<file path="src/rtl/sirq_pkg.sv">
package sirq_pkg;
    typedef enum logic [2:0] {
        ST_GAP,
        ST_IDLE,
        ST_START_LOW,
        ST_START_HIGH,
        ST_SLOTS,
        ST_STOP_LOW,
        ST_STOP_HIGH
    } state_e;
endpackage

</file>
<file path="src/rtl/sirq_start_len.sv">
// Turns the width selector into a start low length, clamped at the top.
module sirq_start_len #(
    parameter int WIDTH_BITS = 3,
    parameter int BASE_LEN   = 4,
    parameter int MAX_EXTRA  = 4,
    parameter int LEN_W      = 4
) (
    input  logic [WIDTH_BITS-1:0] width_sel,
    output logic [LEN_W-1:0]      low_len
);
    logic [LEN_W-1:0] extra;

    always_comb begin
        if (int'(width_sel) > MAX_EXTRA)
            extra = LEN_W'(MAX_EXTRA);
        else
            extra = LEN_W'(width_sel);
        low_len = LEN_W'(BASE_LEN) + extra;
    end
endmodule

</file>
<file path="src/rtl/sirq_slot_seq.sv">
// Steps through the slot train: slot index and phase inside the slot.
module sirq_slot_seq #(
    parameter int NUM_SLOTS = 16,
    parameter int SLOT_CLKS = 3,
    localparam int IDX_W    = $clog2(NUM_SLOTS),
    localparam int PH_W     = $clog2(SLOT_CLKS)
) (
    input  logic             clk,
    input  logic             rst_n,
    input  logic             run,
    output logic [IDX_W-1:0] slot_idx,
    output logic             sample_en,
    output logic             last_clk
);
    logic [PH_W-1:0]  ph_q;
    logic [IDX_W-1:0] idx_q;
    logic             ph_end;

    assign ph_end    = (ph_q == PH_W'(SLOT_CLKS - 1));
    assign slot_idx  = idx_q;
    assign sample_en = run && (ph_q == '0);
    assign last_clk  = run && ph_end && (idx_q == IDX_W'(NUM_SLOTS - 1));

    always_ff @(posedge clk or negedge rst_n) begin
        if (!rst_n) begin
            ph_q  <= '0;
            idx_q <= '0;
        end else if (!run) begin
            ph_q  <= '0;
            idx_q <= '0;
        end else if (ph_end) begin
            ph_q  <= '0;
            idx_q <= idx_q + IDX_W'(1);
        end else begin
            ph_q  <= ph_q + PH_W'(1);
        end
    end
endmodule

</file>
<file path="src/rtl/sirq_vec_capture.sv">
// One flop per slot: loaded with the inverted wire level in its sample clock.
module sirq_vec_capture #(
    parameter int NUM_SLOTS = 16,
    localparam int IDX_W    = $clog2(NUM_SLOTS)
) (
    input  logic                 clk,
    input  logic                 rst_n,
    input  logic                 sample_en,
    input  logic [IDX_W-1:0]     slot_idx,
    input  logic                 line_in,
    output logic [NUM_SLOTS-1:0] irq_vec
);
    for (genvar i = 0; i < NUM_SLOTS; i++) begin : g_bit
        always_ff @(posedge clk or negedge rst_n) begin
            if (!rst_n)
                irq_vec[i] <= 1'b0;
            else if (sample_en && (slot_idx == IDX_W'(i)))
                irq_vec[i] <= !line_in;
        end
    end
endmodule

</file>
<file path="src/rtl/sirq_host.sv">
module sirq_host #(
    parameter int NUM_SLOTS  = 16,
    parameter int IDLE_GAP   = 4,
    parameter int WIDTH_BITS = 3
) (
    input  logic                  clk,
    input  logic                  rst_n,
    input  logic                  line_in,
    input  logic                  quiet_req,
    input  logic [WIDTH_BITS-1:0] start_width,
    output logic                  drive_low,
    output logic                  drive_high,
    output logic [NUM_SLOTS-1:0]  irq_vec,
    output logic                  quiet_mode
);
    import sirq_pkg::*;

    localparam int SLOT_CLKS = 3;
    localparam int LEN_W     = 4;
    localparam int MAX_CNT   = (IDLE_GAP > 8) ? IDLE_GAP : 8;
    localparam int CNT_W     = $clog2(MAX_CNT + 1);
    localparam int IDX_W     = $clog2(NUM_SLOTS);

    state_e           state_q, state_d;
    logic [CNT_W-1:0] cnt_q, cnt_d;
    logic             quiet_q, quiet_d;
    logic             stop_quiet_q, stop_quiet_d;
    logic [LEN_W-1:0] low_len;
    logic [IDX_W-1:0] slot_idx;
    logic             sample_en;
    logic             slot_last;
    logic             slots_run;
    logic             cnt_done;

    sirq_start_len #(
        .WIDTH_BITS (WIDTH_BITS),
        .BASE_LEN   (4),
        .MAX_EXTRA  (4),
        .LEN_W      (LEN_W)
    ) len_i (
        .width_sel (start_width),
        .low_len   (low_len)
    );

    assign slots_run = (state_q == ST_SLOTS);

    sirq_slot_seq #(
        .NUM_SLOTS (NUM_SLOTS),
        .SLOT_CLKS (SLOT_CLKS)
    ) seq_i (
        .clk       (clk),
        .rst_n     (rst_n),
        .run       (slots_run),
        .slot_idx  (slot_idx),
        .sample_en (sample_en),
        .last_clk  (slot_last)
    );

    sirq_vec_capture #(
        .NUM_SLOTS (NUM_SLOTS)
    ) cap_i (
        .clk       (clk),
        .rst_n     (rst_n),
        .sample_en (sample_en),
        .slot_idx  (slot_idx),
        .line_in   (line_in),
        .irq_vec   (irq_vec)
    );

    assign cnt_done = (cnt_q == '0);

    // State register
    always_ff @(posedge clk or negedge rst_n) begin
        if (!rst_n) begin
            state_q      <= ST_GAP;
            cnt_q        <= CNT_W'(IDLE_GAP - 1);
            quiet_q      <= 1'b0;
            stop_quiet_q <= 1'b0;
        end else begin
            state_q      <= state_d;
            cnt_q        <= cnt_d;
            quiet_q      <= quiet_d;
            stop_quiet_q <= stop_quiet_d;
        end
    end

    // Next-state logic
    always_comb begin
        state_d      = state_q;
        cnt_d        = cnt_q;
        quiet_d      = quiet_q;
        stop_quiet_d = stop_quiet_q;
        unique case (state_q)
            ST_GAP: begin
                if (cnt_done) begin
                    state_d = ST_START_LOW;
                    cnt_d   = CNT_W'(low_len) - CNT_W'(1);
                end else begin
                    cnt_d   = cnt_q - CNT_W'(1);
                end
            end
            ST_IDLE: begin
                if (!line_in) begin
                    state_d = ST_START_LOW;
                    cnt_d   = CNT_W'(low_len) - CNT_W'(2);
                end
            end
            ST_START_LOW: begin
                if (cnt_done)
                    state_d = ST_START_HIGH;
                else
                    cnt_d   = cnt_q - CNT_W'(1);
            end
            ST_START_HIGH: begin
                state_d = ST_SLOTS;
            end
            ST_SLOTS: begin
                if (slot_last) begin
                    state_d      = ST_STOP_LOW;
                    stop_quiet_d = quiet_req;
                    cnt_d        = quiet_req ? CNT_W'(1) : CNT_W'(2);
                end
            end
            ST_STOP_LOW: begin
                if (cnt_done)
                    state_d = ST_STOP_HIGH;
                else
                    cnt_d   = cnt_q - CNT_W'(1);
            end
            ST_STOP_HIGH: begin
                quiet_d = stop_quiet_q;
                if (stop_quiet_q) begin
                    state_d = ST_IDLE;
                end else begin
                    state_d = ST_GAP;
                    cnt_d   = CNT_W'(IDLE_GAP - 1);
                end
            end
            default: begin
                state_d = ST_GAP;
                cnt_d   = CNT_W'(IDLE_GAP - 1);
            end
        endcase
    end

    // Outputs
    always_comb begin
        drive_low  = (state_q == ST_START_LOW) || (state_q == ST_STOP_LOW);
        drive_high = (state_q == ST_START_HIGH) || (state_q == ST_STOP_HIGH);
        quiet_mode = quiet_q;
    end
endmodule

</file>
<file path="config.mk">
export PLATFORM = sky130hd
export DESIGN_NAME = sirq_host
export DESIGN_NICKNAME = d
export VERILOG_FILES = /design/src/rtl/sirq_pkg.sv /design/src/rtl/sirq_start_len.sv /design/src/rtl/sirq_slot_seq.sv /design/src/rtl/sirq_vec_capture.sv /design/src/rtl/sirq_host.sv
export SDC_FILE = /design/constraint.sdc
export NUM_CORES = 1
export LEC_CHECK = 0
export BUFFER_PORTS_ARGS = -buffer_cell sky130_fd_sc_hd__buf_2
export CELL_PAD_IN_SITES_DETAIL_PLACEMENT = 0
export CELL_PAD_IN_SITES_GLOBAL_PLACEMENT = 1
export CORE_ASPECT_RATIO = 0.8
export CORE_UTILIZATION = 35
export DETAILED_ROUTE_END_ITERATION = 8
export GPL_ROUTABILITY_DRIVEN = 1
export PLACE_DENSITY = 0.62
export SLEW_MARGIN = 30
export SYNTH_ARGS = -nofsm -noshare
export SYNTH_HDL_FRONTEND = slang
export SYNTH_SLANG_ARGS = --single-unit
export TNS_END_PERCENT = 20
</file>
<file path="constraint.sdc">
create_clock -name clk -period 2.5 [get_ports clk]
set_clock_uncertainty 0.15 [all_clocks]
set_input_delay 0.375 -clock clk [delete_from_list [all_inputs] [get_ports clk]]
set_output_delay 0.375 -clock clk [all_outputs]
set_load 0.02 [all_outputs]
</file>
**Word-level counts from Yosys, hierarchy flattened**

Cells that the tools add are included.

- Divide/modulo/power cells: 0
- Shift-type cells: 0
- Add/sub/neg operators: 6
- Bitwise gates (word level): 1
- $lt $le $gt $ge: 1
- Reduce and logical (&&, ||, !) cells: 30
- Multiply operators: 0
- Equality and inequality tests: 30
- Multiplexer cells: 19

Operators with widths:

| kind | count |
|---|---|
| 4-bit equality test (second input constant) | 8 |
| 4-bit two-way mux | 7 |
| 4-bit case mux with 6 select lines | 1 |
| 3-bit case mux with 7 select lines | 1 |
| 1-bit logical AND | 19 |
| 3-bit two-way mux | 6 |
| 4-bit by 3-bit equality test with 1-bit output (second input constant) | 4 |
| 2-bit != test (second input constant) | 8 |
| 5-bit AND reduction | 2 |
| 3-bit equality test (second input constant) | 3 |
| 4-bit by 2-bit equality test with 1-bit output (second input constant) | 2 |
| 4-bit zero test | 2 |
| 4-bit by 1-bit subtractor with 4-bit output (second input constant) | 2 |
| 3-bit by 2-bit equality test with 1-bit output (second input constant) | 2 |
| 2-bit two-way mux | 3 |
| 3-bit by 3-bit adder with 4-bit output (first input constant) | 1 |
| 4-bit by 1-bit adder with 4-bit output (second input constant) | 1 |
| 4-bit by 1-bit equality test with 1-bit output (second input constant) | 1 |
| 4-bit by 2-bit subtractor with 4-bit output (second input constant) | 1 |
| 3-bit by 1-bit equality test with 1-bit output (second input constant) | 1 |
| 3-bit > comparator (second input constant) | 1 |
| 3-bit zero test | 1 |
| 2-bit by 1-bit adder with 2-bit output (second input constant) | 1 |
| 2-bit equality test (second input constant) | 1 |
| 7 further kinds | 8 |

- Logic and storage cells: 109
- Output and inout port bits: 19
- Bits of input ports: 7
- Register bits: 31
- ROM bits: 0
- Latch bits: 0
- RAM bits: 0
- Memories: 0

**Depth between registers and ports, before layout**

Gate-level depths: netlist of the first run.

- Depth after elaboration: 6
- Depth in mapped cells: 7
- Mapped depth without buffers: 6

**By module**

From an unflattened synthesis of the first run, not the netlist that was laid out.

- Cell total of the unflattened synthesis: 198
- Area, all modules: 1880.6 sq um

By module, submodules not included:

| module | cells an instance | area each (sq um) | instances | seq. area each (sq um) |
|---|---|---|---|---|
| sirq_host | 107 | 875.8 | 1 | 227.7 |
| sirq_vec_capture | 64 | 704.4 | 1 | 400.4 |
| sirq_slot_seq | 23 | 280.3 | 1 | 150.1 |
| sirq_start_len | 4 | 20.0 | 1 | 0.0 |

**Worst setup path before layout of the first run**

Ideal clock, no wire load.

- Path kind: register to register
- Start: reg state_q[2]
- End: reg cnt_q[1]
- Setup time: 0.075 ns
- Cell stages (with the launch flop): 7
- Arrival time: 1.828 ns
- Path slack: 0.447 ns
- Data required time: 2.275 ns
- Period minus slack after synthesis: 2.053 ns
- Path through: dfrtp_1 buf_4 or2_1 clkbuf_1 o21ai_0 a211o_1 mux2i_1

- Cells in the longest elaborated chain, start to end: 5

Ends and longest elaborated chain:

| element | RTL line | text |
|---|---|---|
| start: declaration | sirq_host.sv:24 | `state_e state_q, state_d;` |
| start signal: assignment | sirq_host.sv:80 | `state_q <= state_d;` |
| 3-bit equality test | sirq_host.sv:45, sirq_host.sv:93 |  |
| 1-bit logical AND (2 in a row) | sirq_slot_seq.sv:22 | `assign last_clk = run && ph_end && (idx_q == IDX_W'(NUM_SLOTS - 1));` |
| 2-bit != test (no line) | n/a |  |
| 5-bit AND reduction (no line) | n/a |  |
| end signal: assignment | sirq_host.sv:76 | `cnt_q <= CNT_W'(IDLE_GAP - 1);` |
| end signal: assignment | sirq_host.sv:81 | `cnt_q <= cnt_d;` |
| end: declaration | sirq_host.sv:25 | `logic [CNT_W-1:0] cnt_q, cnt_d;` |

Parallel ways exist; a longest one is shown, timed or not.
A chain may end at the register's enable or synchronous reset.

**Worst setup path in the final report of the first run**

- Start: reg state_q[2]
- End: out drive_low

- Cells in the longest elaborated chain, start to end: 2

Ends and longest elaborated chain:

| element | RTL line | text |
|---|---|---|
| 3-bit by 2-bit equality test with 1-bit output / 3-bit equality test (equally long branches) | sirq_host.sv:148 | `drive_low = (state_q == ST_START_LOW) \|\| (state_q == ST_STOP_LOW);` |
| 1-bit logical OR (*) | sirq_host.sv:148 |  |
| end: declaration | sirq_host.sv:11 | `output logic drive_low,` |

Every way passes the cells marked *; elsewhere a longest branch is shown, timed or not.

==> metrics.md, run 1 <==
| Metric | Value |
|---|---|
| Critical Path Sink Type | output pin |
| VDD IR max | 0.2264 mV |
| Main combinational cell family by area after synthesis | simple AND/OR/NAND/NOR gates |
| Largest net degree at the start of global routing | 32 |
| Clock-pin slew on the worst setup and hold paths | 0.07 ns |
| First-pass GRT wire length | 6741 um |
| Drt wl/cell | 13.84 um |
| Synth top area share | 39.56% |
| Finish-stage setup viols | 0 |
| Compound-Gate Fraction of Synth Area | 10.91% |
| CTS Sinks | 31 |
| Via count | 1407 |
| Clock Latency Late Sink | 0.28 ns |
| Max Cap Violations | 0 |
| Fillers | 480 |
| RSZ-0062 raised after global routing | false |
| Area Growth Syn to Fin | 15.83% |
| Post-synthesis sequential area ratio | 42.43% |
| Site Rows | 23 |
| Mux share of post-synthesis cell area | 11.73% |
| CP Class | flop to output pin |
| Post-Synth XOR/XNOR Area | 2.387% |
| Non-Filler Instances | 279 |
| Seq cells post-synth | 31 |
| Adder-cell area share of the yosys netlist | 5.457% |
| Final nets | 231 |
| Io pins | 26 |
| Syn. warnings | 0 |
| Gr ovfl total | 0 |
| Worst-Margin Slew | 0.7183 ns |
| GRT Overall Usage | 15.73% |
| CTS tree | built |
| Startpoint Class | flop |
| Clock H-tree levels | 2 |
| Critical Path Fanout Max | 17 |
| Antenna violations before repair | 0 |
| Via density per instance | 5.043 |
| IO Port Bufs | 25 |
| Tcrit/Tclk final | 87.02% |
| TritonRoute pass-1 iters | 4 |
| Number of global-route vias before repair | 1363 |
| Num CTS Buffers | 5 |
| Cell count after synthesis | 189 |
| Layout cells sized above 1 | 21.20% |
| Top FF cell, synth | dfrtp_1 |
| Pins Over Slew Limit | 0 |
| Static leakage power | 1.072 nW |
| Die area | 0.005536 mm^2 |
| Number of hold buffers added after cts | 0 |
| Pre-CTS WS | 0.3788 ns |
| Post-synth ARST share | 100.0% |
| Die X | 82.94 um |
| Initial core utilization | 36.42% |
| Post-CTS Setup Bufs | 0 |
| Root buf cell | clkbuf_8 |
| WP data required | 1.98 ns |
| TNS Setup | 0 ns |
| Antenna Nets Post-Route | 0 |
| Hold Fails Final Rpt | 0 |
| Routability-driven placement congestion ratio | 0.8424 |
| Max_slew headroom | 52.11% |
| Netlist Area Pre-Place | 0.001834 mm^2 |
| Post-route DRC | 0 |
| Synth cell types | 48 |
| Post-synth EDFFs | 0 |
| Syn avg cell area | 9.705 um^2 |
| First DRT Iteration DRCs | 84 |
| CP arrival | 1.65 ns |
| Placed insts | 271 |
| Fmax | 459.7 MHz |
| Post-cts sizing count | 0 |
| Fin crit period | 2.175 ns |
| Post-Synth Simple-Gate Area | 19.24% |
| Utilization after layout | 42.19% |
| Die height | 66.75 um |
| Final WS setup | 0.3246 ns |
| Synth area leader | dfrtp_1 |
| CTS Buffer Depth | 2 |
| Diodes inserted | 0 |
| Status | completed |
| Synthesized Nets | 204 |
| Final WL | 3861 um |
| Area contributors post-synth | dfrtp_1, mux2i_1, ha_1, inv_1, nand3_1 |
| Hpwl dp | 2870 um |
| PD cells | 484.1 mW/mm^2 |
| Min-Delay Path Class | input port to asynchronous set/reset pin |
| Core area | 0.005036 mm^2 |
-- state kept, by name, indices dropped and copies added, names as in the netlist --
register and cells:
cap_i.irq_vec 16, cnt_q 4, quiet_mode 1, seq_i.ph_q 2, seq_i.slot_idx 4, state_q 3, stop_quiet_q 1
-- synthesized netlist by cell type (2+ instances only) --
cell type,number
mux2_2,4
xnor2_1,2
a21oi_1,2
nand3b_1,3
clkbuf_1,7
nor4_1,2
nor2b_1,6
xor2_1,3
and2_1,2
mux2i_1,17
dfrtp_1,29
o21ai_0,5
inv_1,25
nor3_1,2
nand2b_1,3
a21boi_0,2
o22ai_1,2
nor3b_1,2
ha_1,8
nand2_1,3
dfstp_2,2
nand3_1,17
a211oi_1,4
or2_1,2
nor2_1,12
-- report_power, final --
group          total (W)  leakage [nW]  switching, W  internal (W)
Clock           0.000429        0.0515      0.000178      0.000251
Combinational  0.0000782         0.652     0.0000511     0.0000271
Sequential      0.000521         0.369    0.00000597      0.000515
-- through the flow --
stage / hold WS (ns) / power (W) / instance area [um^2]
after floorplan: -0.07059 / 0.0005747 / 1834
after CTS: 0.03281 / 0.001043 / 2125
after detailed placement: 0.3263 / 0.0006105 / 2024
after global placement: 0.3104 / 0.0006085 / 2024
final: 0.001898 / 0.001029 / 2125
after global routing: 0.05814 / 0.001079 / 2125
-- logic make-up after synthesis --
logic type,count (synthesis)
buf+inv,35
flops,31
xor+xnor,5
simple gates,61
mux,21
compound gates,28
fa+ha+maj,8
-- critical path, stage by stage (launching register included) --
cell and delay [ns]:
dfrtp_1 0.38, buf_4 0.19, or2_1 0.32, o21ai_0 0.26, buf_2 0.22
-- per-layer routing --
layer	routed length, um	global-route usage [%]	vias up
li1	-	-	707
met3	153	4.833	2
met2	1557	22.03	25
met4	17	4.310	0
met5	0	0	-
met1	2133	23.04	673
-- layout by cell type (no fill, tap or decap), types with 2 or more instances in the layout --
cell type  netlist  routed
clkbuf_8         0       7
nand2_1          3       3
xor2_1           3       3
xnor2_1          2       2
nand3b_1         3       3
nor2_1          12      12
dfrtp_1         29      29
mux2_2           4       4
dfstp_2          2       2
a211oi_1         4       4
mux2i_1         17      17
nor3b_1          2       2
a21oi_1          2       2
buf_2            1      25
nor4_1           2       2
and2_1           2       2
o22ai_1          2       2
nor2b_1          6       6
nor3_1           2       2
nand3_1         17      17
o21ai_0          5       5
inv_1           25      25
a21boi_0         2       2
nand2b_1         3       3
or2_1            2       2
ha_1             8       8
buf_4            1       5
-- final cells by class --
type	instances	area, um^2	share of cell area [%]
flip-flops and latches	31	778.2	36.63
clock buffers	8	100.1	4.711
inverters	25	93.84	4.417
repair buffers	30	162.7	7.656
multi-input cells	123	912.1	42.93
well taps	62	77.57	3.651
-- path summary, 6_finish.rpt --
kind | from | endpoint | slack, ns | cells after the start
max | state_q[2] | drive_low | 0.32 | 4
min | rst_n | cap_i.irq_vec[8] | 0.002 | 1
max reg2reg | cnt_q[0] | cnt_q[2] | 0.33 | 6
min reg2reg | quiet_mode | quiet_mode | 0.36 | 1
max in group asynchronous | rst_n | cap_i.irq_vec[13] | 1.74 | 1
min in group clk | quiet_req | stop_quiet_q | 0.23 | 2
(Power assumes the default switching activity.)
==> run 2, diff against run 1 <==
- REMOVE_ABC_BUFFERS: unset -> 1
==> metrics.md, run 2 (synthesized netlist as in run 1, its figures left out) <==
| Metric | Value |
|---|---|
| Fin crit period | 2.209 ns |
| Pins Over Slew Limit | 0 |
| Clock Latency Late Sink | 0.28 ns |
| Area Growth Syn to Fin | 17.60% |
| TNS Setup | 0 ns |
| Internal | 0.0008652 W |
| Most frequent cells in the layout | dfrtp_1, inv_1, buf_2 |
| Sequential share of power | 46.9% |
| Reg-to-reg endpoint | cnt_q[1] |
| Hold Fails Final Rpt | 22 |
| Final WL | 3963 um |
| Drt wl/cell | 14.10 um |
| Commonest non-fill, non-tap cell in the layout | dfrtp_1 |
| Failing checks | hold timing |
| Fillers | 492 |
| CP Class | flop to flop |
| Die height | 66.75 um |
| GRT Overall Usage | 16.00% |
| Tcrit/Tclk final | 88.35% |
| Final nets | 233 |
| Post-CTS Setup Bufs | 0 |
| Initial core utilization | 36.42% |
| Max Cap Violations | 0 |
| CTS Buffer Depth | 2 |
| Clock Power Share | 46.0% |
| Flop2flop setup slack | 0.29 ns |
| CP Launch Point | cnt_q[0] |
| IO Port Bufs | 25 |
| Critical Path End | cnt_q[1] |
| Sw Ratio | 22.15% |
| Routability-driven placement congestion ratio | 0.8326 |
| Status | finished, violations left |
| Number of global-route vias before repair | 1386 |
| Non-Filler Instances | 281 |
| Reg2reg start | cnt_q[0] |
| WP data required | 2.56 ns |
| Critical Path Sink Type | flop |
| Via count | 1412 |
| Path depth of the worst reg2reg path | 6 |
| Clock-pin slew on the worst setup and hold paths | 0.07 ns |
| First DRT Iteration DRCs | 136 |
| Register with the most flip-flops | cap_i.irq_vec |
| Diodes inserted | 0 |
| Antenna violations before repair | 0 |
| Combinational power share | 7.1% |
| Num CTS Buffers | 5 |
| WHS | -0.01789 ns |
| Io pins | 26 |
| Number of hold buffers added after cts | 0 |
| Die X | 82.94 um |
| Gr ovfl total | 0 |
| Core area | 0.005036 mm^2 |
| Antenna Nets Post-Route | 0 |
| Critical Path Fanout Max | 8 |
| RSZ-0062 raised after global routing | false |
| CTS tree | built |
| Startpoint Class | flop |
| Via density per instance | 5.025 |
| Clock H-tree levels | 2 |
| TritonRoute pass-1 iters | 4 |
| Worst-Margin Slew | 0.6956 ns |
| Placed insts | 273 |
| Max_slew headroom | 53.63% |
| Post-cts sizing count | 0 |
| Fmax | 452.7 MHz |
| Layout cells sized above 1 | 22.37% |
| First-pass GRT wire length | 6782 um |
| PD cells | 515.2 mW/mm^2 |
| Hpwl dp | 2935 um |
| Finish-stage setup viols | 0 |
| Max FFs per register | 16 |
| Static leakage power | 1.092 nW |
| Min-Delay Path Class | input port to asynchronous set/reset pin |
| Largest net degree at the start of global routing | 32 |
| CTS Sinks | 31 |
| Post-route DRC | 0 |
| Die area | 0.005536 mm^2 |
| Switching Power | 0.0002461 W |
| Root buf cell | clkbuf_8 |
| VDD IR max | 0.3619 mV |
| CP arrival | 2.27 ns |
| Site Rows | 23 |
## run 2: area by class of cell
class	count	area [um^2]	share of cell area [%]
Clock buffer	6	82.58	3.828
Clock inverter	2	35.03	1.624
Inverter	25	93.84	4.350
Multi-Input combinational cell	123	912.1	42.29
Sequential cell	31	778.2	36.08
Tap cell	62	77.57	3.596
Timing Repair Buffer	32	177.7	8.237
## run 2: worst min-delay path by stage
stage          cells past startpoint           endpoint
2_1_floorplan                      0   cap_i.irq_vec[0]
3_3_place_gp                       1   cap_i.irq_vec[6]
3_5_place_dp                       1   cap_i.irq_vec[5]
5_1_grt                            1           cnt_q[3]
6_report                           1  seq_i.slot_idx[1]
4_1_cts                            1  seq_i.slot_idx[2]
## run 2: power groups by stage
stage | Combinational [W] | Sequential, W | Clock, W
after CTS | 0.0000820 | 0.000521 | 0.000528
after floorplan | 0.0000231 | 0.000548 | 0
final | 0.0000794 | 0.000521 | 0.000511
after detailed placement | 0.0000815 | 0.000530 | 0
after global routing | 0.0000900 | 0.000523 | 0.000551
after global placement | 0.0000808 | 0.000530 | 0
## run 2: layer usage
layer | GRT usage (%) | part of all wire (%)
met4 | 6.034 | 1.2
met1 | 23.67 | 53
met5 | 0 | 0
met2 | 22.03 | 42
met3 | 4.089 | 3.7
## run 2: per-stage QoR
stage               hold slack, ns  util (%)  power (W)  area (um^2)  worst slack, ns
floorplan                 -0.07059         -  0.0005707         1784           0.4592
finish                    -0.01789     42.83   0.001111         2157           0.2912
CTS                       0.009306     42.83   0.001132         2157           0.2946
global route               0.03160     42.83   0.001164         2157           0.1753
global placement            0.3071     40.50  0.0006103         2039           0.4291
detailed placement          0.3212     40.50  0.0006120         2039           0.3334
## run 2: worst max-delay path: stages, from the launching register on
cell     delay (ns)
dfstp_2        0.37
inv_1          0.13
ha_1           0.19
nor3b_2        0.46
mux2_2         0.40
o32a_1         0.28
mux2i_1        0.15
==> run 3, diff against run 2 <==
--- a/config.mk
+++ b/config.mk
@@ -11,2 +11,3 @@
 export CORE_ASPECT_RATIO = 0.8
+export CORE_MARGIN = 10
 export CORE_UTILIZATION = 35
==> constraint.sdc (replaced) <==
create_clock -name clk -period 2.5 [get_ports clk]
set_clock_uncertainty 0.15 [all_clocks]
set_input_delay 0.125 -clock clk [delete_from_list [all_inputs] [get_ports clk]]
set_output_delay 0.125 -clock clk [all_outputs]
set_load 0.02 [all_outputs]
==> metrics.md, run 3 (synthesized netlist as in run 1, its figures left out) <==
| Metric | Value |
|---|---|
| Commonest non-fill, non-tap cell in the layout | dfrtp_1 |
| Gr ovfl total | 0 |
| Clock Latency Late Sink | 0.28 ns |
| TritonRoute pass-1 iters | 4 |
| Non-Filler Instances | 280 |
| Finish-stage setup viols | 0 |
| Internal | 0.0007595 W |
| Routability-driven placement congestion ratio | 0.8131 |
| Largest net degree at the start of global routing | 32 |
| Reg-to-reg endpoint | cnt_q[2] |
| Static leakage power | 1.076 nW |
| GRT Overall Usage | 10.05% |
| Fin crit period | 2.019 ns |
| Hold EP | cap_i.irq_vec[5] |
| Most frequent cells in the layout | dfrtp_1, inv_1, buf_2 |
| Antenna Nets Post-Route | 0 |
| Startpoint Class | flop |
| Die area | 0.008554 mm^2 |
| PD cells | 465.2 mW/mm^2 |
| Critical Path Fanout Max | 5 |
| Path depth of the worst reg2reg path | 6 |
| TNS Setup | 0 ns |
| CP arrival | 2.05 ns |
| Diodes inserted | 0 |
| First DRT Iteration DRCs | 77 |
| Pins Over Slew Limit | 0 |
| Final design area excluding fillers | 0.002132 mm^2 |
| Pwr Total | 0.0009919 W |
| Status | completed |
| CTS Buffer Depth | 2 |
| Slowest cell on the critical path | or3b_2 |
| Root buf cell | clkbuf_8 |
| Critical Path Sink Type | flop |
| Sw Ratio | 23.43% |
| Min-Delay Path Class | input port to flop |
| Number of global-route vias before repair | 1406 |
| Placed insts | 271 |
| Sequential share of power | 52.5% |
| Hold Fails Final Rpt | 0 |
| Max FFs per register | 16 |
| Reg2reg start | cnt_q[0] |
| Layout cells sized above 1 | 21.10% |
| CTS tree | built |
| Worst-Margin Slew | 0.7124 ns |
| Combinational power share | 8.1% |
| Max_slew headroom | 52.50% |
| Site Rows | 23 |
| Die X | 100.9 um |
| Crit path cell chain | inv_1 -> ha_1 -> or3b_2 -> o31ai_1 -> a32oi_1 -> o32ai_1 |
| Post-CTS Setup Bufs | 0 |
| Core area | 0.005036 mm^2 |
| Placed Area | 0.002024 mm^2 |
| Post-route DRC | 0 |
| Initial core utilization | 36.42% |
| Via density per instance | 5.111 |
| Max Cap Violations | 0 |
| CP Class | flop to flop |
| Register with the most flip-flops | cap_i.irq_vec |
| Final WL | 4098 um |
| Num CTS Buffers | 5 |
| RSZ-0062 raised after global routing | false |
| Io pins | 26 |
| IO Port Bufs | 25 |
| Hold Path Cell Cnt | 2 |
| VDD IR max | 0.2653 mV |
| Tcrit/Tclk final | 80.77% |
| Drt wl/cell | 14.64 um |
| Fmax | 495.2 MHz |
| WP data required | 2.53 ns |
| Die height | 84.75 um |
| Via count | 1431 |
| Area Growth Syn to Fin | 16.23% |
| Min-delay src | line_in |
| Final nets | 233 |
| Clock-pin slew on the worst setup and hold paths | 0.06 ns |
| Flop2flop setup slack | 0.48 ns |
| Crit-path max cell delay | 0.47 ns |
| First-pass GRT wire length | 6975 um |
| CTS Sinks | 31 |
| Hpwl dp | 3015 um |
| Switching Power | 0.0002324 W |
| Clock Power Share | 39.4% |
| Clock H-tree levels | 2 |
| Antenna violations before repair | 0 |
| CP Launch Point | cnt_q[0] |
## run 3: how the worst max path moves through the flow
stage / end / cells after the start / slack (ns)
5_1_grt: cnt_q[2] / 6 / 0.36
6_report: cnt_q[2] / 6 / 0.48
2_1_floorplan: cnt_q[1] / 4 / 0.46
3_5_place_dp: cnt_q[2] / 6 / 0.51
3_3_place_gp: cnt_q[1] / 4 / 0.54
4_1_cts: cnt_q[2] / 6 / 0.49
## run 3: layer usage
layer | global-route usage (%) | part of all wire [%] | vias up
met1 | 14.76 | 52 | 681
met2 | 13.33 | 42 | 33
met5 | 0 | 0 | -
li1 | - | - | 710
met3 | 3.030 | 4.5 | 7
met4 | 3.413 | 1.4 | 0
## run 3: area by class of cell
cell class	instances	area, um^2
Fill cell	485	2904
Multi-Input combinational cell	123	912.1
Sequential cell	31	778.2
Timing Repair Buffer	32	182.7
Inverter	25	93.84
Clock buffer	6	82.58
Tap cell	62	77.57
Clock inverter	1	5.005
## run 3: per-stage QoR
| step | setup slack (ns) | util, % | hold slack (ns) |
|---|---|---|---|
| finish | 0.4807 | 42.34 | 0.1149 |
| global route | 0.3585 | 42.34 | 0.1240 |
| CTS | 0.4945 | 42.34 | 0.1088 |
| detailed placement | 0.5055 | 40.20 | 0.08235 |
| floorplan | 0.4592 | - | -0.3206 |
| global placement | 0.5392 | 40.20 | 0.07331 |
## run 3: power by group through the flow
stage | combinational [W] | clock, W | sequential, W
final | 0.0000805 | 0.000390 | 0.000521
after global routing | 0.0000916 | 0.000437 | 0.000522
after CTS | 0.0000838 | 0.000412 | 0.000521
after detailed placement | 0.0000811 | 0 | 0.000530
after global placement | 0.0000807 | 0 | 0.000530
after floorplan | 0.0000231 | 0 | 0.000548
## run 3: worst max-delay path: cells and delay by family (launching register included)
kind | cells | cell delay (ns)
and+or+nand+nor | 1 | 0.47
buffers and inverters | 1 | 0.13
AOI/OAI and AO/OA | 3 | 0.61
DFF | 1 | 0.37
adders and majority gates | 1 | 0.20
## run 3: repair_timing
action,4_1_cts,5_1_grt
resized for setup,0,0
hold buffers,2,0
hold endpoints to repair,30,0
